**config.mk**
```make
export PLATFORM = sky130hd
export DESIGN_NAME = banked_regfile
export DESIGN_NICKNAME = d
export VERILOG_FILES = /design/src/rtl/brf_pkg.sv /design/src/rtl/brf_mode_decode.sv /design/src/rtl/brf_gpr_store.sv /design/src/rtl/brf_psr_unit.sv /design/src/rtl/banked_regfile.sv
export SDC_FILE = /design/constraint.sdc
export NUM_CORES = 2
export LEC_CHECK = 0
export BUFFER_PORTS_ARGS = -buffer_cell sky130_fd_sc_hd__buf_4
export CAP_MARGIN = 30
export CELL_PAD_IN_SITES_DETAIL_PLACEMENT = 2
export CELL_PAD_IN_SITES_GLOBAL_PLACEMENT = 2
export CORE_MARGIN = 5
export CORE_UTILIZATION = 35
export CTS_BUF_LIST = sky130_fd_sc_hd__clkbuf_4 sky130_fd_sc_hd__clkbuf_8
export DETAILED_ROUTE_END_ITERATION = 8
export GPL_TIMING_DRIVEN = 0
export PLACE_DENSITY = 0.67
export SETUP_SLACK_MARGIN = 0.2
export SLEW_MARGIN = 20
export SYNTH_ARGS = -nofsm -noshare
export SYNTH_HDL_FRONTEND = slang
export SYNTH_SLANG_ARGS = --single-unit
```
**constraint.sdc**
```tcl
create_clock -name clk -period 16.5 [get_ports clk]
set_clock_uncertainty 0.15 [all_clocks]
set_input_delay 0.825 -clock clk [delete_from_list [all_inputs] [get_ports clk]]
set_output_delay 0.825 -clock clk [all_outputs]
set_load 0.005 [all_outputs]
```
**src/rtl/brf_pkg.sv**
```systemverilog
// brf_pkg: shared constants, mode codes and physical-slot mapping for the
// banked register file. Assumes the 16-register architectural view.
package brf_pkg;
    localparam int NSHARED     = 8;   // registers common to all modes
    localparam int NHIGH       = 5;   // registers 8..12
    localparam int NSTK_BANKS  = 6;   // copies of 13/14
    localparam int NSTK_REGS   = 2;   // registers 13 and 14
    localparam int NSAVED      = 5;   // saved status slots
    localparam int NSTORE      = NSHARED + 2*NHIGH + NSTK_BANKS*NSTK_REGS;
    localparam int HIGH_FIQ_BASE = NSHARED + NHIGH;
    localparam int STK_BASE      = NSHARED + 2*NHIGH;
    localparam int SIDX_W      = $clog2(NSTORE);
    localparam int BANK_W      = $clog2(NSTK_BANKS);
    localparam int SLOT_W      = $clog2(NSAVED);

    typedef enum logic [4:0] {
        MODE_USR = 5'b10000,
        MODE_FIQ = 5'b10001,
        MODE_IRQ = 5'b10010,
        MODE_SVC = 5'b10011,
        MODE_ABT = 5'b10111,
        MODE_UND = 5'b11011,
        MODE_SYS = 5'b11111
    } mode_e;

    // Map a visible register (0..14) to its physical storage slot.
    function automatic logic [SIDX_W-1:0] phys_slot(
        input logic [3:0]        vis,
        input logic              fiq,
        input logic [BANK_W-1:0] stk
    );
        int s;
        if (vis < 4'd8)
            s = int'(vis);
        else if (vis < 4'd13)
            s = fiq ? int'(vis) - NSHARED + HIGH_FIQ_BASE : int'(vis);
        else
            s = STK_BASE + int'(stk)*NSTK_REGS + (int'(vis) - 13);
        return SIDX_W'(s);
    endfunction
endpackage

```
**src/rtl/brf_mode_decode.sv**
```systemverilog
// brf_mode_decode: turns a 5-bit mode code into bank selectors.
// Assumes unlisted codes behave as user mode (user stack bank, no saved slot).
module brf_mode_decode
    import brf_pkg::*;
(
    input  logic [4:0]        mode,
    output logic              is_fiq,
    output logic [BANK_W-1:0] stk_bank,
    output logic              has_saved,
    output logic [SLOT_W-1:0] saved_slot
);
    // Decode mode code into bank and saved-slot selection.
    always_comb begin
        is_fiq     = 1'b0;
        stk_bank   = '0;
        has_saved  = 1'b0;
        saved_slot = '0;
        case (mode)
            MODE_FIQ: begin is_fiq = 1'b1; stk_bank = BANK_W'(1); has_saved = 1'b1; saved_slot = SLOT_W'(0); end
            MODE_IRQ: begin stk_bank = BANK_W'(2); has_saved = 1'b1; saved_slot = SLOT_W'(1); end
            MODE_SVC: begin stk_bank = BANK_W'(3); has_saved = 1'b1; saved_slot = SLOT_W'(2); end
            MODE_ABT: begin stk_bank = BANK_W'(4); has_saved = 1'b1; saved_slot = SLOT_W'(3); end
            MODE_UND: begin stk_bank = BANK_W'(5); has_saved = 1'b1; saved_slot = SLOT_W'(4); end
            default:  begin stk_bank = '0; end
        endcase
    end
endmodule

```
**src/rtl/brf_gpr_store.sv**
```systemverilog
// brf_gpr_store: physical general registers and the program counter.
// Two combinational reads, one synchronous write; bank selection comes from
// the current mode decode. Assumes writes use the mode in force before the edge.
module brf_gpr_store
    import brf_pkg::*;
#(
    parameter int DW       = 32,
    parameter int PC_STEP  = 4,
    parameter int PC_AHEAD = 8
) (
    input  logic              clk,
    input  logic              rst_n,
    input  logic              is_fiq,
    input  logic [BANK_W-1:0] stk_bank,
    input  logic [3:0]        rd_addr_a,
    output logic [DW-1:0]     rd_data_a,
    input  logic [3:0]        rd_addr_b,
    output logic [DW-1:0]     rd_data_b,
    input  logic              wr_en,
    input  logic [3:0]        wr_addr,
    input  logic [DW-1:0]     wr_data,
    input  logic              pc_inc
);
    localparam logic [3:0] PC_IDX = 4'd15;

    logic [DW-1:0]     store [NSTORE];
    logic [DW-1:0]     pc_r;
    logic [SIDX_W-1:0] w_slot;
    logic              wr_pc;
    logic              wr_gpr;

    // Resolve write target in the current mode.
    always_comb begin
        w_slot = phys_slot(wr_addr, is_fiq, stk_bank);
        wr_pc  = wr_en && (wr_addr == PC_IDX);
        wr_gpr = wr_en && (wr_addr != PC_IDX);
    end

    // Read ports: banked lookup, program counter seen ahead by the pipeline.
    always_comb begin
        rd_data_a = (rd_addr_a == PC_IDX) ? pc_r + DW'(PC_AHEAD)
                  : store[phys_slot(rd_addr_a, is_fiq, stk_bank)];
        rd_data_b = (rd_addr_b == PC_IDX) ? pc_r + DW'(PC_AHEAD)
                  : store[phys_slot(rd_addr_b, is_fiq, stk_bank)];
    end

    // Physical register update and clear.
    always_ff @(posedge clk) begin
        if (!rst_n) begin
            for (int i = 0; i < NSTORE; i++) store[i] <= '0;
        end else if (wr_gpr) begin
            store[w_slot] <= wr_data;
        end
    end

    // Program counter: direct load wins over increment.
    always_ff @(posedge clk) begin
        if (!rst_n)      pc_r <= '0;
        else if (wr_pc)  pc_r <= wr_data;
        else if (pc_inc) pc_r <= pc_r + DW'(PC_STEP);
    end


    gpr_write_lands_chk: assert property (@(posedge clk) disable iff (!rst_n)
        wr_gpr |=> store[$past(w_slot)] == $past(wr_data));

    pc_load_chk: assert property (@(posedge clk) disable iff (!rst_n)
        wr_pc |=> pc_r == $past(wr_data));

    pc_step_chk: assert property (@(posedge clk) disable iff (!rst_n)
        (!wr_pc && pc_inc) |=> pc_r == $past(pc_r) + DW'(PC_STEP));
endmodule

```
**src/rtl/brf_psr_unit.sv**
```systemverilog
// brf_psr_unit: current status word and the five saved status slots.
// Exception entry saves the status word and switches mode in one edge and
// overrides status writes; saved accesses need a mode that owns a slot.
module brf_psr_unit
    import brf_pkg::*;
#(
    parameter int DW = 32
) (
    input  logic              clk,
    input  logic              rst_n,
    input  logic              cur_has_saved,
    input  logic [SLOT_W-1:0] cur_slot,
    input  logic              tgt_has_saved,
    input  logic [SLOT_W-1:0] tgt_slot,
    input  logic              exc_enter,
    input  logic [4:0]        exc_mode,
    input  logic              psr_wr_en,
    input  logic [DW-1:0]     psr_wr_data,
    input  logic              saved_wr_en,
    input  logic [DW-1:0]     saved_wr_data,
    output logic [DW-1:0]     psr_q,
    output logic [DW-1:0]     saved_q
);
    logic [DW-1:0]                 cpsr_r;
    logic [NSAVED-1:0][DW-1:0]     saved_r;
    logic                          take_exc;

    // An entry counts only when the target owns a saved slot.
    assign take_exc = exc_enter && tgt_has_saved;

    // Status outputs; modes without a slot read zero.
    always_comb begin
        psr_q   = cpsr_r;
        saved_q = cur_has_saved ? saved_r[cur_slot] : '0;
    end

    // Status word and saved slots update with entry priority.
    always_ff @(posedge clk) begin
        if (!rst_n) begin
            cpsr_r  <= DW'(MODE_SVC);
            saved_r <= '0;
        end else if (take_exc) begin
            saved_r[tgt_slot] <= cpsr_r;
            cpsr_r[4:0]       <= exc_mode;
        end else begin
            if (psr_wr_en)                  cpsr_r            <= psr_wr_data;
            if (saved_wr_en && cur_has_saved) saved_r[cur_slot] <= saved_wr_data;
        end
    end


    rst_state_chk: assert property (@(posedge clk)
        !rst_n |=> (cpsr_r == DW'(MODE_SVC) && saved_r == '0));

    exc_save_chk: assert property (@(posedge clk) disable iff (!rst_n)
        take_exc |=> saved_r[$past(tgt_slot)] == $past(cpsr_r));

    exc_mode_chk: assert property (@(posedge clk) disable iff (!rst_n)
        take_exc |=> (cpsr_r[4:0] == $past(exc_mode) && cpsr_r[DW-1:5] == $past(cpsr_r[DW-1:5])));

    no_slot_write_chk: assert property (@(posedge clk) disable iff (!rst_n)
        (!cur_has_saved && !take_exc) |=> $stable(saved_r));
endmodule

```
**src/rtl/banked_regfile.sv**
```systemverilog
// banked_regfile: top of the mode-banked register file. Decodes the current
// mode from the status word and the exception target, then drives the general
// store and the status unit. Assumes a single write port per cycle.
module banked_regfile
    import brf_pkg::*;
(
    input  logic        clk,
    input  logic        rst_n,
    input  logic [3:0]  rd_addr_a,
    output logic [31:0] rd_data_a,
    input  logic [3:0]  rd_addr_b,
    output logic [31:0] rd_data_b,
    input  logic        wr_en,
    input  logic [3:0]  wr_addr,
    input  logic [31:0] wr_data,
    input  logic        pc_inc,
    input  logic        psr_wr_en,
    input  logic [31:0] psr_wr_data,
    output logic [31:0] psr_q,
    input  logic        saved_wr_en,
    input  logic [31:0] saved_wr_data,
    output logic [31:0] saved_q,
    input  logic        exc_enter,
    input  logic [4:0]  exc_mode
);
    logic              cur_fiq, tgt_fiq;
    logic [BANK_W-1:0] cur_stk, tgt_stk;
    logic              cur_has, tgt_has;
    logic [SLOT_W-1:0] cur_slot, tgt_slot;

    brf_mode_decode u_cur_dec (
        .mode(psr_q[4:0]), .is_fiq(cur_fiq), .stk_bank(cur_stk),
        .has_saved(cur_has), .saved_slot(cur_slot)
    );

    brf_mode_decode u_tgt_dec (
        .mode(exc_mode), .is_fiq(tgt_fiq), .stk_bank(tgt_stk),
        .has_saved(tgt_has), .saved_slot(tgt_slot)
    );

    brf_gpr_store #(.DW(32)) u_store (
        .clk(clk), .rst_n(rst_n), .is_fiq(cur_fiq), .stk_bank(cur_stk),
        .rd_addr_a(rd_addr_a), .rd_data_a(rd_data_a),
        .rd_addr_b(rd_addr_b), .rd_data_b(rd_data_b),
        .wr_en(wr_en), .wr_addr(wr_addr), .wr_data(wr_data), .pc_inc(pc_inc)
    );

    brf_psr_unit #(.DW(32)) u_psr (
        .clk(clk), .rst_n(rst_n),
        .cur_has_saved(cur_has), .cur_slot(cur_slot),
        .tgt_has_saved(tgt_has), .tgt_slot(tgt_slot),
        .exc_enter(exc_enter), .exc_mode(exc_mode),
        .psr_wr_en(psr_wr_en), .psr_wr_data(psr_wr_data),
        .saved_wr_en(saved_wr_en), .saved_wr_data(saved_wr_data),
        .psr_q(psr_q), .saved_q(saved_q)
    );


    tgt_decode_consistent_chk: assert property (@(posedge clk) disable iff (!rst_n)
        (tgt_fiq |-> tgt_has) and (cur_fiq |-> cur_stk == BANK_W'(1)));
endmodule

```
---- Word-level counts from Yosys, hierarchy flattened ----
Memory sizes are Yosys's and may differ from the RTL's.
Cells that the tools add are included.
operators by class
  add/subtract/negate cells ............... 15
  $lt $le $gt $ge ......................... 10
  equality and inequality tests ........... 14
  multiplexer cells ....................... 39
  bitwise logic cells ..................... 1
  reductions and logical operators ........ 13
operators with widths
  operator               number
  $bwmux 160             2
  $mux 160               2
  $mux 32                9
  $demux 32 s3           2
  $bmux 32 s3            1
  $mux 5                 12
  $eq 5x5->1 const B     10
  $add 32x3->32 const B  1
  $add 32x4->32 const B  1
  $reduce_or 32->1       1
  $sub 4x4->5 const B    6
  $lt 4x4->1 const B     6
  $pmux 3 s4             2
  $add 5x5->5            3
  $add 5x5->5 const B    3
  $pmux 3 s5             1
  $eq 4x4->1 const B     3
  $reduce_or 5->1        2
  $lt 3x4->1 const B     2
  $mux 1                 8
  $ge 3x1->1 const B     2
  $logic_and 1x1->1      6
  $reduce_bool 2->1      3
  $add 5x4->5 const A    1
  other kinds (3)        3
storage, ports and cells
  register bits ........................... 224
  bits in writable memories ............... 960
  output and inout port bits .............. 128
  logic and storage cells ................. 101
  memories ................................ 1
memory list
  name           depth  width  rd ports  clocked after memory_dff  write ports  line                 text
  u_store.store  30     32     2         0                         30           brf_gpr_store.sv:26  logic [DW-1:0] store [NSTORE];

---- Longest topological paths before layout ----
  word-level depth ........................ 9
  mapped depth ............................ 20
  depth with buffers taken out ............ 14

---- Cells and area by module ----
Synthesis repeated with hierarchy kept, for this count alone.
second synthesis, totals
  cells, all modules ...................... 6986
  area, all modules ....................... 70868.0 um2
by module, submodules not included
  module           times used  cells an instance  area an instance (um2)  sequential area each (um2)
  brf_gpr_store    1           5787               59928.7                 31390.1
  brf_psr_unit     1           1159               10684.0                 3843.7
  brf_mode_decode  2           20                 127.6                   0.0

---- Worst setup path after synthesis ----
Ideal clock, no wire load.
  path type ............................... reg-to-reg
  start point ............................. register u_psr.cpsr_r[0], in the netlist u_psr.psr_q[0]
  end point ............................... memory u_store.store[29][0], enable pin
  setup time .............................. 466 ps
  data arrival time ....................... 5689 ps
  data required time ...................... 15884 ps
  path slack .............................. 10195 ps
  stages on the path, launching flop included .. 18
  clock period less this slack ............ 6305 ps
  cells stage by stage .................... dfxtp_1 -> buf_6 -> and3b_1 -> buf_6 -> buf_4 -> and3_1 -> clkbuf_1 -> clkbuf_1 -> nor2_1 -> xnor2_1 -> ha_1 -> ha_1 -> a21oi_1 -> xnor2_1 -> o211ai_1 -> a21o_1 -> or2_2 -> o21ai_0
RTL lines
  element                   line                 text
  start: declaration        brf_psr_unit.sv:24   logic [DW-1:0] cpsr_r;
  start signal: assignment  brf_psr_unit.sv:40   cpsr_r <= DW'(MODE_SVC);
  start signal: assignment  brf_psr_unit.sv:44   cpsr_r[4:0] <= exc_mode;
  start signal: assignment  brf_psr_unit.sv:46   if (psr_wr_en) cpsr_r <= psr_wr_data;
  end: declaration          brf_gpr_store.sv:26

---- Final worst setup path ----
  start point ............................. register u_psr.cpsr_r[3], in the netlist u_psr.psr_q[3]
  end point ............................... output port rd_data_b[30]
on the way
  cells in the longest elaborated chain, start to end .. 8
  elaborated cells on any way between the ends .. 14
ends and longest elaborated chain
  element           line                   text
  $eq 5x5->1        brf_mode_decode.sv:18  case (mode)
  $pmux 3 s5        brf_mode_decode.sv:18
  $add 5x4->5       brf_pkg.sv:38          s = STK_BASE + int'(stk)*NSTK_REGS + (int'(vis) - 13);
  $add 5x5->5       brf_pkg.sv:38
  $mux 5 *          brf_pkg.sv:35          else if (vis < 4'd13)
  $mux 5 *          brf_pkg.sv:33          if (vis < 4'd8)
  $mem_v2 30x32 *   n/a
  $mux 32 *         brf_gpr_store.sv:43    rd_data_b = (rd_addr_b == PC_IDX) ? pc_r + DW'(PC_AHEAD)
  end: declaration  banked_regfile.sv:12   output logic [31:0] rd_data_b,
Every way passes the cells marked *; elsewhere a longest branch is shown, timed or not.

==> impl_results.md <==
* Cell taking the most area after synthesis: edfxtp_1
* Die area at between 200000 and 250000 sq um
* Mean post-synth cell area at roughly 10 sq um
* HP Class: input port to flop
* Vias in the first global route at roughly 71000
* Clk sinks at ~1200
* Synth area leaders: edfxtp_1, and3_1, dfxtp_1
* Endpoints failing hold at 0
* Fraction of registers with async set/reset at 0%
* Worst R2R End: u_store.store[25][26]
* CP Cell Sequence: clkbuf_1, and3_1, clkbuf_1, clkbuf_1, nor2_1, xnor2_1, ha_1, ha_1, a21oi_1, mux2i_1, o21ai_2, clkbuf_1, buf_8, clkbuf_1, o211ai_1, o2111ai_1, o41ai_1, buf_4
* Grt met1 use at 53.8%
* GRT overflow at 0
* Detailed Route WL at about 470000 um
* Clock Pin Slew Worst Setup and Hold Paths at ~60 ps
* LEAKAGE at around 31 nW
* Met3 usage at 16.0%
* Post-synthesis net count at between 6000 and 7000
* Period Utilization, post-route at 62.3%
* Finish-stage setup viols at 0
* Post-synth EDFFs at about 1000
* CTS Root Cell: clkbuf_8
* Nets@finish at a little under 8000
* Post-synth cell types at 74
* CP Class: flop to output port
* Core area at roughly 200000 sq um
* # IOs at between 200 and 250
* CP arrival at approximately 9300 ps
* Crit Reg-Reg Startpoint: u_psr.psr_q[3]
* Status: finished clean
* Crit path max fanout at 10
* Post-synthesis cell count at between 6000 and 7000
* Hold depth at 4
* Layout cells sized above 1 at roughly 15%
* Slowest stage delay, CP at 870 ps
* Largest net degree at the start of global routing at 33
* CP required at ~16000 ps
* Post-DP HPWL at about 360000 um
* GRT busiest layer: met2
* Top_reg_cell synth: edfxtp_1
* CP endpoint kind: output port
* Max Root-Sink Buffers at 3
* Post-Syn Area at between 70000 and 80000 sq um
* Global placement routability congestion at 1.05
* DIE HEIGHT at ~460 um
* Reg2Reg Depth at 17
* Cts repair resizes at 0
* Post-layout util at between 40% and 50%
* Max-cap violation count at 0
* Peak Freq at between 90 and 100 MHz
* Min-delay src: psr_wr_data[2]
* Total power per unit cell area at between 100 and 150 nW/um^2
* WHS at roughly 98 ps
* Average routed wire per standard cell at 44.4 um
* Post-synth top area share at 43.8%
* Die X at roughly 460 um
* Clock H-tree levels at 4
* Global-route wire length before repair at roughly 620000 um
* Drt first pass iters at 8
* Sequential area share after synthesis at 50.2%
* CP max stage cell: o41ai_1
* Setup TNS at 0 ps
* Initial antenna violation count at between 80 and 90
* Initial Util at a little over a third
* Slew margin rel. at 19.3%
* Yosys warnings at 0
* Hold Path End: u_psr.psr_q[2]
* Tot GR Track Use at between 40% and 50%
* DRC Markers at 0
* Most frequent CP cell: clkbuf_1
* Clk_lat worst skew at ~1100 ps
* RSZ-0062 raised after global routing: no
* Tmin final at 10280 ps
* Row count at ~160
* Via-per-instance ratio at around 6.7
* R2r setup slk at approximately 9100 ps
* Area growth from synthesis to final layout at 18.9%
* Slew @ Worst Pin at about 1200 ps
* Seq cells post-synth at approximately 1200
* Max Slew Vio Count at 0
* Post-route ant nets at 0
* Initial DRC count at around 10000
* Port bufs at about 240
* Worst vdd ir at 0.0802 mV
* CTS Buf Count at between 200 and 250
* Met2 usage at approximately three fifths
* CTS tree: yes
* Startpoint types: flop
* Vias at between 70000 and 80000
* Post CTS Setup Buffer Count at 0
* Hold bufs inserted after CTS at 98
==> Yosys cell counts (5+ instances only) <==
cell and instances:
nand2b_1 42, mux4_2 116, nor4_1 7, a21oi_1 43, edfxtp_1 1024, dfxtp_1 224
nor3_1 36, nand2_1 702, o22ai_1 156, o211ai_1 143, a22oi_1 9, and3b_1 5
buf_1 23, inv_1 23, o2111ai_1 46, a311oi_1 172, and3_1 796, a2111oi_1 6
a31oi_1 242, o21ai_0 14, mux2_2 24, and2_1 716, ha_1 27, mux2i_1 82
xor2_1 32, nor2_1 221, buf_2 103, nand3_1 341, o41ai_1 46, buf_6 9
a211oi_1 590, clkbuf_1 661, or3_1 6, nand3b_1 8, o31ai_1 7, xnor2_1 26
buf_4 21, nand4_1 18
==> cell type report <==
| class | instances | area (sq um) |
|---|---|---|
| diodes | 43 | 108 |
| plain buffers | 823 | 3500 |
| clock buffers | 328 | 4020 |
| clock inverters | 112 | 568 |
| fillers | 21100 | 116000 |
| inverters | 23 | 86.3 |
| multi-input cells | 4755 | 32000 |
| flip-flops and latches | 1248 | 35200 |
| well taps | 2656 | 3320 |
| repair buffers | 485 | 4640 |
==> registers in the layout (all words and copies together), names as in the netlist <==
name and count:
u_psr.psr_q 32, u_store.pc_r 32, u_store.store 1024, u_psr.saved_r 160
==> worst max path at each step <==
stage / from / end / slack (ps) / depth (start not counted)
after floorplan: u_psr.psr_q[0] / u_store.store[29][0] / 10190 / 17
after global placement: u_psr.psr_q[3] / u_store.store[28][25] / 5750 / 14
after detailed placement: u_psr.psr_q[3] / rd_data_a[30] / 7640 / 17
after CTS: u_psr.psr_q[3] / rd_data_a[30] / 6440 / 17
after global routing: u_psr.psr_q[3] / rd_data_b[15] / 6340 / 17
final: u_psr.psr_q[3] / rd_data_b[30] / 6220 / 18
==> logic make-up (layout without fill, tap and decap cells) <==
family / after synthesis / after routing / share of synthesized area [%]
simple gates: 2919 / 2919 / 22.2
compound gates: 1524 / 1524 / 16.0
flops: 1248 / 1248 / 50.2
buf+inv: 846 / 1771 / 5.03
mux: 222 / 222 / 5.28
xor+xnor: 58 / 58 / 0.724
fa+ha+maj: 32 / 32 / 0.595
other cells: 0 / 43 / 0
==> metrics by stage <==
step                      cells  total power, mW  setup slack [ps]  cell area (sq um)
final                     10500             9.32              6220              83500
after global routing      10400             9.44              6340              83400
after CTS                 10400             9.18              6440              83100
after detailed placement   9870             6.09              7640              77500
after global placement     9749             5.97              5750              75300
after floorplan            6849             4.66             10190              70200
==> worst max-delay path, delay by kind of cell, from the launching register on <==
family                     cells  cell delay, ps
AOI/OAI and AO/OA              5            2530
xor gates and xnor gates       1             430
adders and majority gates      2             640
buffers and inverters          7            2830
DFF                            1             520
muxes                          1             860
and+or+nand+nor                2             400
==> per-layer routing <==
metal	part of all wire (%)	vias up	wire length, um
li1	-	27600	-
met1	38	36900	177000
met2	42	4902	194000
met3	13	1081	59000
met4	7.6	22	35300
met5	0.034	-	157
==> cells in the final DEF, fill, tap and decap left out, drive strengths merged, types with 224 or more instances in the layout <==
cell type / synthesis / layout
a211oi: 591 / 591
clkbuf: 662 / 992
and2: 716 / 716
edfxtp: 1024 / 1024
and3: 796 / 796
nand2: 704 / 704
dfxtp: 224 / 224
buf: 161 / 545
nand3: 341 / 341
a31oi: 242 / 242
==> where the power goes <==
| group | total [mW] | internal, mW | switching [mW] |
|---|---|---|---|
| Sequential | 3.63 | 3.54 | 0.0903 |
| Clock | 3.13 | 1.58 | 1.54 |
| Combinational | 2.57 | 0.698 | 1.87 |
No activity file was read; power rests on OpenSTA's default activity.
